File: src/rtl/loop_npc_pkg.sv
package loop_npc_pkg;
  typedef enum logic [1:0] {
    BT_PAR  = 2'd0,
    BT_LR   = 2'd1,
    BT_RL   = 2'd2,
    BT_LONG = 2'd3
  } btype_e;

  // format bits sit at the top of each 32-bit half
  function automatic logic [1:0] fmt_bits(input logic [63:0] w);
    return {w[63], w[31]};
  endfunction

  // decrement that stops at zero
  function automatic logic [31:0] sat_dec32(input logic [31:0] c, input logic en);
    if (en && (c != '0)) return c - 32'd1;
    return c;
  endfunction
endpackage

File: src/rtl/bundle_decode.sv
module bundle_decode
  import loop_npc_pkg::*;
#(
  parameter int AW = 32
) (
  input  logic          clk,
  input  logic          rst_n,
  input  logic [63:0]   bundle,
  input  logic          l_jv,
  input  logic [AW-1:0] l_jt,
  input  logic          r_jv,
  input  logic [AW-1:0] r_jt,
  input  logic          kill,
  output btype_e        bt,
  output logic          l_iss,
  output logic          r_iss,
  output logic          r_first,
  output logic          jmp_take,
  output logic [AW-1:0] jmp_tgt,
  output logic          par_err
);
  always_comb begin
    bt       = btype_e'(fmt_bits(bundle));
    l_iss    = 1'b0;
    r_iss    = 1'b0;
    r_first  = 1'b0;
    jmp_take = 1'b0;
    jmp_tgt  = '0;
    par_err  = 1'b0;
    unique case (bt)
      BT_LONG: begin
        l_iss    = 1'b1;
        jmp_take = l_jv;
        jmp_tgt  = l_jt;
      end
      BT_LR: begin
        l_iss = 1'b1;
        r_iss = !(l_jv || kill);
        if (l_jv) begin
          jmp_take = 1'b1;
          jmp_tgt  = l_jt;
        end else if (r_iss && r_jv) begin
          jmp_take = 1'b1;
          jmp_tgt  = r_jt;
        end
      end
      BT_RL: begin
        r_first = 1'b1;
        r_iss   = 1'b1;
        l_iss   = !(r_jv || kill);
        if (r_jv) begin
          jmp_take = 1'b1;
          jmp_tgt  = r_jt;
        end else if (l_iss && l_jv) begin
          jmp_take = 1'b1;
          jmp_tgt  = l_jt;
        end
      end
      default: begin
        l_iss = 1'b1;
        r_iss = 1'b1;
        if (l_jv && r_jv) begin
          par_err = 1'b1;
        end else if (l_jv) begin
          jmp_take = 1'b1;
          jmp_tgt  = l_jt;
        end else if (r_jv) begin
          jmp_take = 1'b1;
          jmp_tgt  = r_jt;
        end
      end
    endcase
  end


  par_nojump_chk: assert property (@(posedge clk) disable iff (!rst_n)
    par_err |-> !jmp_take);

  par_both_chk: assert property (@(posedge clk) disable iff (!rst_n)
    (bundle[63] == 1'b0 && bundle[31] == 1'b0) |-> (l_iss && r_iss));

  lr_skip_chk: assert property (@(posedge clk) disable iff (!rst_n)
    (bundle[63] == 1'b0 && bundle[31] == 1'b1 && (l_jv || kill)) |-> !r_iss);

  rl_skip_chk: assert property (@(posedge clk) disable iff (!rst_n)
    (bundle[63] == 1'b1 && bundle[31] == 1'b0 && (r_jv || kill)) |-> !l_iss);
endmodule

File: src/rtl/loop_ctrl.sv
module loop_ctrl
  import loop_npc_pkg::*;
#(
  parameter int AW = 32,
  parameter int CW = 32
) (
  input  logic          clk,
  input  logic          rst_n,
  input  logic [AW-1:0] pc,
  input  logic [AW-1:0] lp_end,
  input  logic [CW-1:0] cnt_in,
  input  logic          rp_in,
  input  logic          jmp_take,
  output logic [CW-1:0] cnt_nxt,
  output logic          rp_nxt,
  output logic          loop_back,
  output logic          at_end,
  output logic          pre_nz
);
  logic dec_en;

  always_comb begin
    at_end    = (pc == lp_end);
    pre_nz    = (cnt_in != '0);
    dec_en    = at_end && (pre_nz || rp_in);
    cnt_nxt   = CW'(sat_dec32(32'(cnt_in), dec_en));
    rp_nxt    = rp_in && !(at_end && (cnt_nxt == '0));
    loop_back = !jmp_take && rp_in && pre_nz && at_end;
  end


  cnt_nowrap_chk: assert property (@(posedge clk) disable iff (!rst_n)
    cnt_nxt <= cnt_in);

  rp_never_set_chk: assert property (@(posedge clk) disable iff (!rst_n)
    rp_nxt |-> rp_in);

  back_at_end_chk: assert property (@(posedge clk) disable iff (!rst_n)
    loop_back |-> (pc == lp_end && rp_in));
endmodule

File: src/rtl/brk_divert.sv
module brk_divert #(
  parameter int          AW      = 32,
  parameter int          SW      = 32,
  parameter int          SM_BIT  = 31,
  parameter int          EA_BIT  = 29,
  parameter int          DB_BIT  = 28,
  parameter int          DS_BIT  = 27,
  parameter logic [31:0] DBG_VEC = 32'hFFFF_F128
) (
  input  logic          clk,
  input  logic          rst_n,
  input  logic [AW-1:0] pc,
  input  logic [AW-1:0] brk,
  input  logic [SW-1:0] st_in,
  input  logic [AW-1:0] seq_pc,
  output logic          take,
  output logic [AW-1:0] npc,
  output logic [AW-1:0] dpc,
  output logic [SW-1:0] dst,
  output logic [SW-1:0] st_out
);
  localparam logic [SW-1:0] SM_M = SW'(1) << SM_BIT;
  localparam logic [SW-1:0] EA_M = SW'(1) << EA_BIT;
  localparam logic [SW-1:0] DS_M = SW'(1) << DS_BIT;

  always_comb begin
    take   = (pc == brk) && st_in[DB_BIT];
    npc    = take ? AW'(DBG_VEC) : seq_pc;
    dpc    = take ? seq_pc : '0;
    dst    = take ? (st_in | EA_M) : '0;
    st_out = take ? ((st_in & SM_M) | DS_M) : st_in;
  end


  vec_chk: assert property (@(posedge clk) disable iff (!rst_n)
    take |-> (npc == AW'(DBG_VEC) && st_out[DS_BIT] && dst[EA_BIT]));

  pass_chk: assert property (@(posedge clk) disable iff (!rst_n)
    !take |-> (st_out == st_in && npc == seq_pc));
endmodule

File: src/rtl/loop_npc_seq.sv
module loop_npc_seq
  import loop_npc_pkg::*;
#(
  parameter int          AW      = 32,
  parameter int          CW      = 32,
  parameter int          SW      = 32,
  parameter int          STEP    = 8,
  parameter logic [31:0] DBG_VEC = 32'hFFFF_F128
) (
  input  logic          clk,
  input  logic          rst_n,
  input  logic          bnd_valid,
  input  logic [AW-1:0] pc_in,
  input  logic [63:0]   bundle,
  input  logic          left_jv,
  input  logic [AW-1:0] left_jt,
  input  logic          right_jv,
  input  logic [AW-1:0] right_jt,
  input  logic          first_kill,
  input  logic [AW-1:0] loop_start,
  input  logic [AW-1:0] loop_end,
  input  logic [CW-1:0] loop_count,
  input  logic          loop_rp,
  input  logic [AW-1:0] brk_addr,
  input  logic [SW-1:0] status_in,
  output logic          out_vld,
  output logic [1:0]    btype,
  output logic          left_issue,
  output logic          right_issue,
  output logic          right_first,
  output logic          par_err,
  output logic [AW-1:0] next_pc,
  output logic [CW-1:0] count_out,
  output logic          rp_out,
  output logic [SW-1:0] status_out,
  output logic          dbg_take,
  output logic [AW-1:0] dbg_pc,
  output logic [SW-1:0] dbg_status
);
  btype_e        d_bt;
  logic          d_li, d_ri, d_rf, d_jt_take, d_err;
  logic [AW-1:0] d_jtgt;
  logic [CW-1:0] l_cnt;
  logic          l_rp, l_back, l_end, l_pnz;
  logic [AW-1:0] seq_pc;
  logic          b_take;
  logic [AW-1:0] b_npc, b_dpc;
  logic [SW-1:0] b_dst, b_st;

  bundle_decode #(.AW(AW)) u_dec (
    .clk(clk), .rst_n(rst_n), .bundle(bundle),
    .l_jv(left_jv), .l_jt(left_jt), .r_jv(right_jv), .r_jt(right_jt),
    .kill(first_kill), .bt(d_bt), .l_iss(d_li), .r_iss(d_ri),
    .r_first(d_rf), .jmp_take(d_jt_take), .jmp_tgt(d_jtgt), .par_err(d_err)
  );

  loop_ctrl #(.AW(AW), .CW(CW)) u_loop (
    .clk(clk), .rst_n(rst_n), .pc(pc_in), .lp_end(loop_end),
    .cnt_in(loop_count), .rp_in(loop_rp), .jmp_take(d_jt_take),
    .cnt_nxt(l_cnt), .rp_nxt(l_rp), .loop_back(l_back),
    .at_end(l_end), .pre_nz(l_pnz)
  );

  always_comb begin
    if (d_jt_take)   seq_pc = d_jtgt;
    else if (l_back) seq_pc = loop_start;
    else             seq_pc = pc_in + AW'(STEP);
  end

  brk_divert #(.AW(AW), .SW(SW), .DBG_VEC(DBG_VEC)) u_brk (
    .clk(clk), .rst_n(rst_n), .pc(pc_in), .brk(brk_addr), .st_in(status_in),
    .seq_pc(seq_pc), .take(b_take), .npc(b_npc), .dpc(b_dpc),
    .dst(b_dst), .st_out(b_st)
  );

  always_ff @(posedge clk or negedge rst_n) begin
    if (!rst_n) begin
      out_vld     <= 1'b0;
      btype       <= '0;
      left_issue  <= 1'b0;
      right_issue <= 1'b0;
      right_first <= 1'b0;
      par_err     <= 1'b0;
      next_pc     <= '0;
      count_out   <= '0;
      rp_out      <= 1'b0;
      status_out  <= '0;
      dbg_take    <= 1'b0;
      dbg_pc      <= '0;
      dbg_status  <= '0;
    end else begin
      out_vld <= bnd_valid;
      if (bnd_valid) begin
        btype       <= d_bt;
        left_issue  <= d_li;
        right_issue <= d_ri;
        right_first <= d_rf;
        par_err     <= d_err;
        next_pc     <= b_npc;
        count_out   <= l_cnt;
        rp_out      <= l_rp;
        status_out  <= b_st;
        dbg_take    <= b_take;
        dbg_pc      <= b_dpc;
        dbg_status  <= b_dst;
      end
    end
  end


  hold_chk: assert property (@(posedge clk) disable iff (!rst_n)
    !bnd_valid |=> ($stable(next_pc) && $stable(count_out) && $stable(rp_out)));

  jump_wins_chk: assert property (@(posedge clk) disable iff (!rst_n)
    (bnd_valid && d_jt_take && !b_take) |=> (next_pc == $past(d_jtgt)));

  step_chk: assert property (@(posedge clk) disable iff (!rst_n)
    (bnd_valid && !d_jt_take && !l_back && !b_take) |=> (next_pc == $past(pc_in) + AW'(STEP)));
endmodule

File: config.mk
export PLATFORM = sky130hd
export DESIGN_NAME = loop_npc_seq
export DESIGN_NICKNAME = d
export VERILOG_FILES = /design/src/rtl/loop_npc_pkg.sv /design/src/rtl/bundle_decode.sv /design/src/rtl/loop_ctrl.sv /design/src/rtl/brk_divert.sv /design/src/rtl/loop_npc_seq.sv
export SDC_FILE = /design/constraint.sdc
export NUM_CORES = 1
export LEC_CHECK = 0
export BUFFER_PORTS_ARGS = -buffer_cell sky130_fd_sc_hd__buf_2
export CAP_MARGIN = 20
export CORE_AREA = 2 2 194 196
export CTS_BUF_LIST = sky130_fd_sc_hd__clkbuf_16
export DETAILED_ROUTE_END_ITERATION = 8
export DIE_AREA = 0 0 196 198
export PLACE_DENSITY = 0.6
export RECOVER_POWER = 25
export SLEW_MARGIN = 30
export SYNTH_ARGS = -nofsm -noshare
export SYNTH_HDL_FRONTEND = slang
export SYNTH_HIERARCHICAL = 1
export SYNTH_SLANG_ARGS = --single-unit
File: constraint.sdc
create_clock -name clk -period 0.83 [get_ports clk]
set_input_delay 0.0415 -clock clk [delete_from_list [all_inputs] [get_ports clk]]
set_output_delay 0.0415 -clock clk [all_outputs]
set_load 0.02 [all_outputs]
==> qor.yml <==
worstSetupStartpointType: "input port"
p_leak_nw: 9.461
place_congestion: 0.9475
vias_per_cell: 5.254
cts_buffers: 17
io_buffers: 433
arrival_ps: 2760
num_rows: 71
nNetsFinal: 2104
clock_latency_ps: 460
dp_hpwl_um: 38400
synth_ff_type: "dfrtp_1"
p_per_area_nw_per_um2: 1304
drt_iter0_markers: 748
wl_met3_um: 3688
required_ps: 1170
pin_count: 496
r2r-end: "dbg_pc[17]"
min_period_over_period_pct: 290.8
drc: 0
avgSynthCellArea_sq_um: 10.23
hp-start: "status_in[23]"
antenna_found_initial: 14
vias: 11930
r2r-start: "dbg_pc[17]"
clk_pin_slew_ps: 70
period_needed_ps: 2414
synthCells: 1103
dieHeight_um: 198
r2r_cells: 1
clockRootBuffer: "clkbuf_16"
synth.ff_latch_count: 169
grt_pass1_wl_um: 77560
synth-edff-count: 0
tightest_slew_ps: 752.4
grt_max_degree: 40
path_buf_inv: 3
drv_cap: 0
slowest_delay_ps: 550
status: "finished with violations"
criticalPathCategory: "input port to flop"
met2RoutedLength_um: 25400
syn_area_sq_um: 11280
path_max_fanout: 4
grt_overflow_total: 0
grt_setup_unrepaired: "yes"
die_area_sq_um: 38810
reg2reg_slack_ps: 10
timing.fmax_mhz: 414.3
fin_worst_skew_ps: 0
crit_top_cell: "buf_6"
cts_tree: "done"
topRoutingLayerUsed: "met5"
worstSetupEndpointType: "flop"
cts_sinks: 169
synth_cell_type_count: 70
crit_family: "simple AND/OR/NAND/NOR gates"
hold_end: "status_out[23]"
place_worst_setup_slack_ps: -2214
finalMaxSlewViolations: 0
synth_nets: 1433
tns_ps: -204240
htree_levels: 4
first_pass_iters: 5
wl_met1_um: 21440
core_sq_um: 36960
grt_pass1_vias: 12510
async_reset_ff_share_pct: 100.0
grt.total_usage_pct: 26.82
routedWlPerCell_um: 23.05
yosys_warnings: 6
clk_path_buf_depth: 2
postRouteAntennaNets: 0
vdd_drop_max_uv: 1509
finalWirelength_um: 52340
hold-path-cell-count: 4
slew_headroom_pct: 49.84
crit_chain: "buf_6 > or4_4 > nand4b_4 > buf_6 > buf_6 > nor2_4 > nand4_1 > mux2_4 > or4_4 > nor4_4 > a41oi_2 > mux2_4"
final_layout_size_suffix_gt1_share_pct: 68.61
start_util_pct: 30.53
die_x_um: 196
min_path_type: "input port to flop"
fillers: 3253
slowest_stage: "or4_4"
ys_seq_area_share_pct: 37.48
finalSetupViolCount: 420
syn2layout_area_growth_pct: 74.69
fin_ws_ps: -1584
finalHoldViolCount: 0
violations: "setup timing"
## sequential cells by signal, indices dropped and copies added (netlist names), 2 cells and up
signal	cells
count_out	32
dbg_pc	32
dbg_status	32
next_pc	32
status_out	32
btype	2
## tightest hold or removal path: stages
cell and delay (ps):
buf_2 80, inv_1 50, a31oi_1 140, mux2_4 150
## layout by cell type (no fill, tap or decap), drive strengths merged, types with 31 or more instances in the layout
cell / synthesis / final
dfrtp: 169 / 169
a22o: 31 / 31
nor2: 33 / 33
xor2: 72 / 72
inv: 74 / 80
nand2: 53 / 54
o21ai: 35 / 35
buf: 57 / 729
mux2: 170 / 170
a31oi: 40 / 40
xnor2: 39 / 39
nor4: 95 / 95
o31ai: 31 / 31
## cells in the mapped netlist (25+ instances only)
| library cell | instances | share of area, % |
|---|---|---|
| dfrtp_1 | 169 | 37 |
| mux2_2 | 169 | 17 |
| inv_1 | 73 | 2.4 |
| xor2_1 | 72 | 5.6 |
| nor4_1 | 60 | 3.3 |
| nand2_1 | 53 | 1.8 |
| a31oi_1 | 40 | 2.2 |
| xnor2_1 | 39 | 3.0 |
| clkbuf_1 | 34 | 1.1 |
| nor2_1 | 32 | 1.1 |
| nor4_2 | 32 | 3.5 |
| o31ai_1 | 31 | 2.1 |
| buf_2 | 28 | 1.2 |
| nor3_1 | 25 | 1.1 |
## layer usage
layer | track usage (%) | vias up
met4 | 10.69 | 6
li1 | - | 5389
met5 | 0 | -
met2 | 45.10 | 509
met3 | 6.302 | 92
met1 | 33.25 | 5936
## layout make-up
type	instances	area, sq um	area share, %
multi-input cells	770	8412	42.68
clock inverters	15	186.4	0.9459
inverters	75	286.5	1.454
clock buffers	17	425.4	2.158
flip-flops and latches	169	4229	21.46
repair buffers	741	5552	28.17
diodes	10	25.02	0.1270
well taps	474	593.1	3.009
## through the flow
| step | util, % | instance area [sq um] | std cells | hold WS [ps] | power [mW] |
|---|---|---|---|---|---|
| 2_1_floorplan | - | 11790 | 1103 | -254.1 | 12.56 |
| 3_3_place_gp | 43.38 | 16030 | 2155 | -55.49 | 15.94 |
| 3_5_place_dp | 43.38 | 16030 | 2155 | -56.85 | 16.02 |
| 4_1_cts | 52.22 | 19300 | 2258 | 0.8008 | 25.64 |
| 5_1_grt | 53.30 | 19700 | 2267 | 31.96 | 26.75 |
| 6_report | 53.33 | 19710 | 2271 | 31.04 | 25.71 |
## kinds of logic after synthesis
family                   after synthesis  synth area share, %
AND/OR/NAND/NOR                      297                17.97
multiplexers                         179                17.80
AO/OA/AOI/OAI                        178                11.10
flip-flops                           169                37.48
buffers and inverters                166                6.698
XOR/XNOR                             111                8.617
adder cells (fa/ha/maj)                3               0.3327
## how the worst max path moves through the flow
stage / startpoint / to / slack [ps] / depth (start not counted)
finish: loop_count[11] / rp_out / -1580 / 12
detailed placement: loop_count[11] / rp_out / -2210 / 9
global placement: loop_count[11] / rp_out / -2210 / 9
global route: loop_count[16] / rp_out / -1720 / 11
CTS: loop_count[15] / next_pc[24] / -1540 / 17
floorplan: loop_count[17] / dbg_pc[31] / -1810 / 15
## timing repair
item | CTS | global route
gates resized for setup | 366 | 77
endpoints found under the hold margin | 173 | 0
setup endpoints to repair | 330 | 330
cloned | 14 | 0
buffers inserted | 65 | 14
pin swaps | 86 | 45
hold buffers | 4 | 0
## power by group
part | leakage [nW] | internal, mW | switching (mW)
Sequential | 2.14 | 8.86 | 0.368
Combinational | 7.02 | 3.65 | 4.28
Clock | 0.295 | 4.79 | 3.76
Total | 9.46 | 17.3 | 8.41
(Power assumes the default switching activity.)
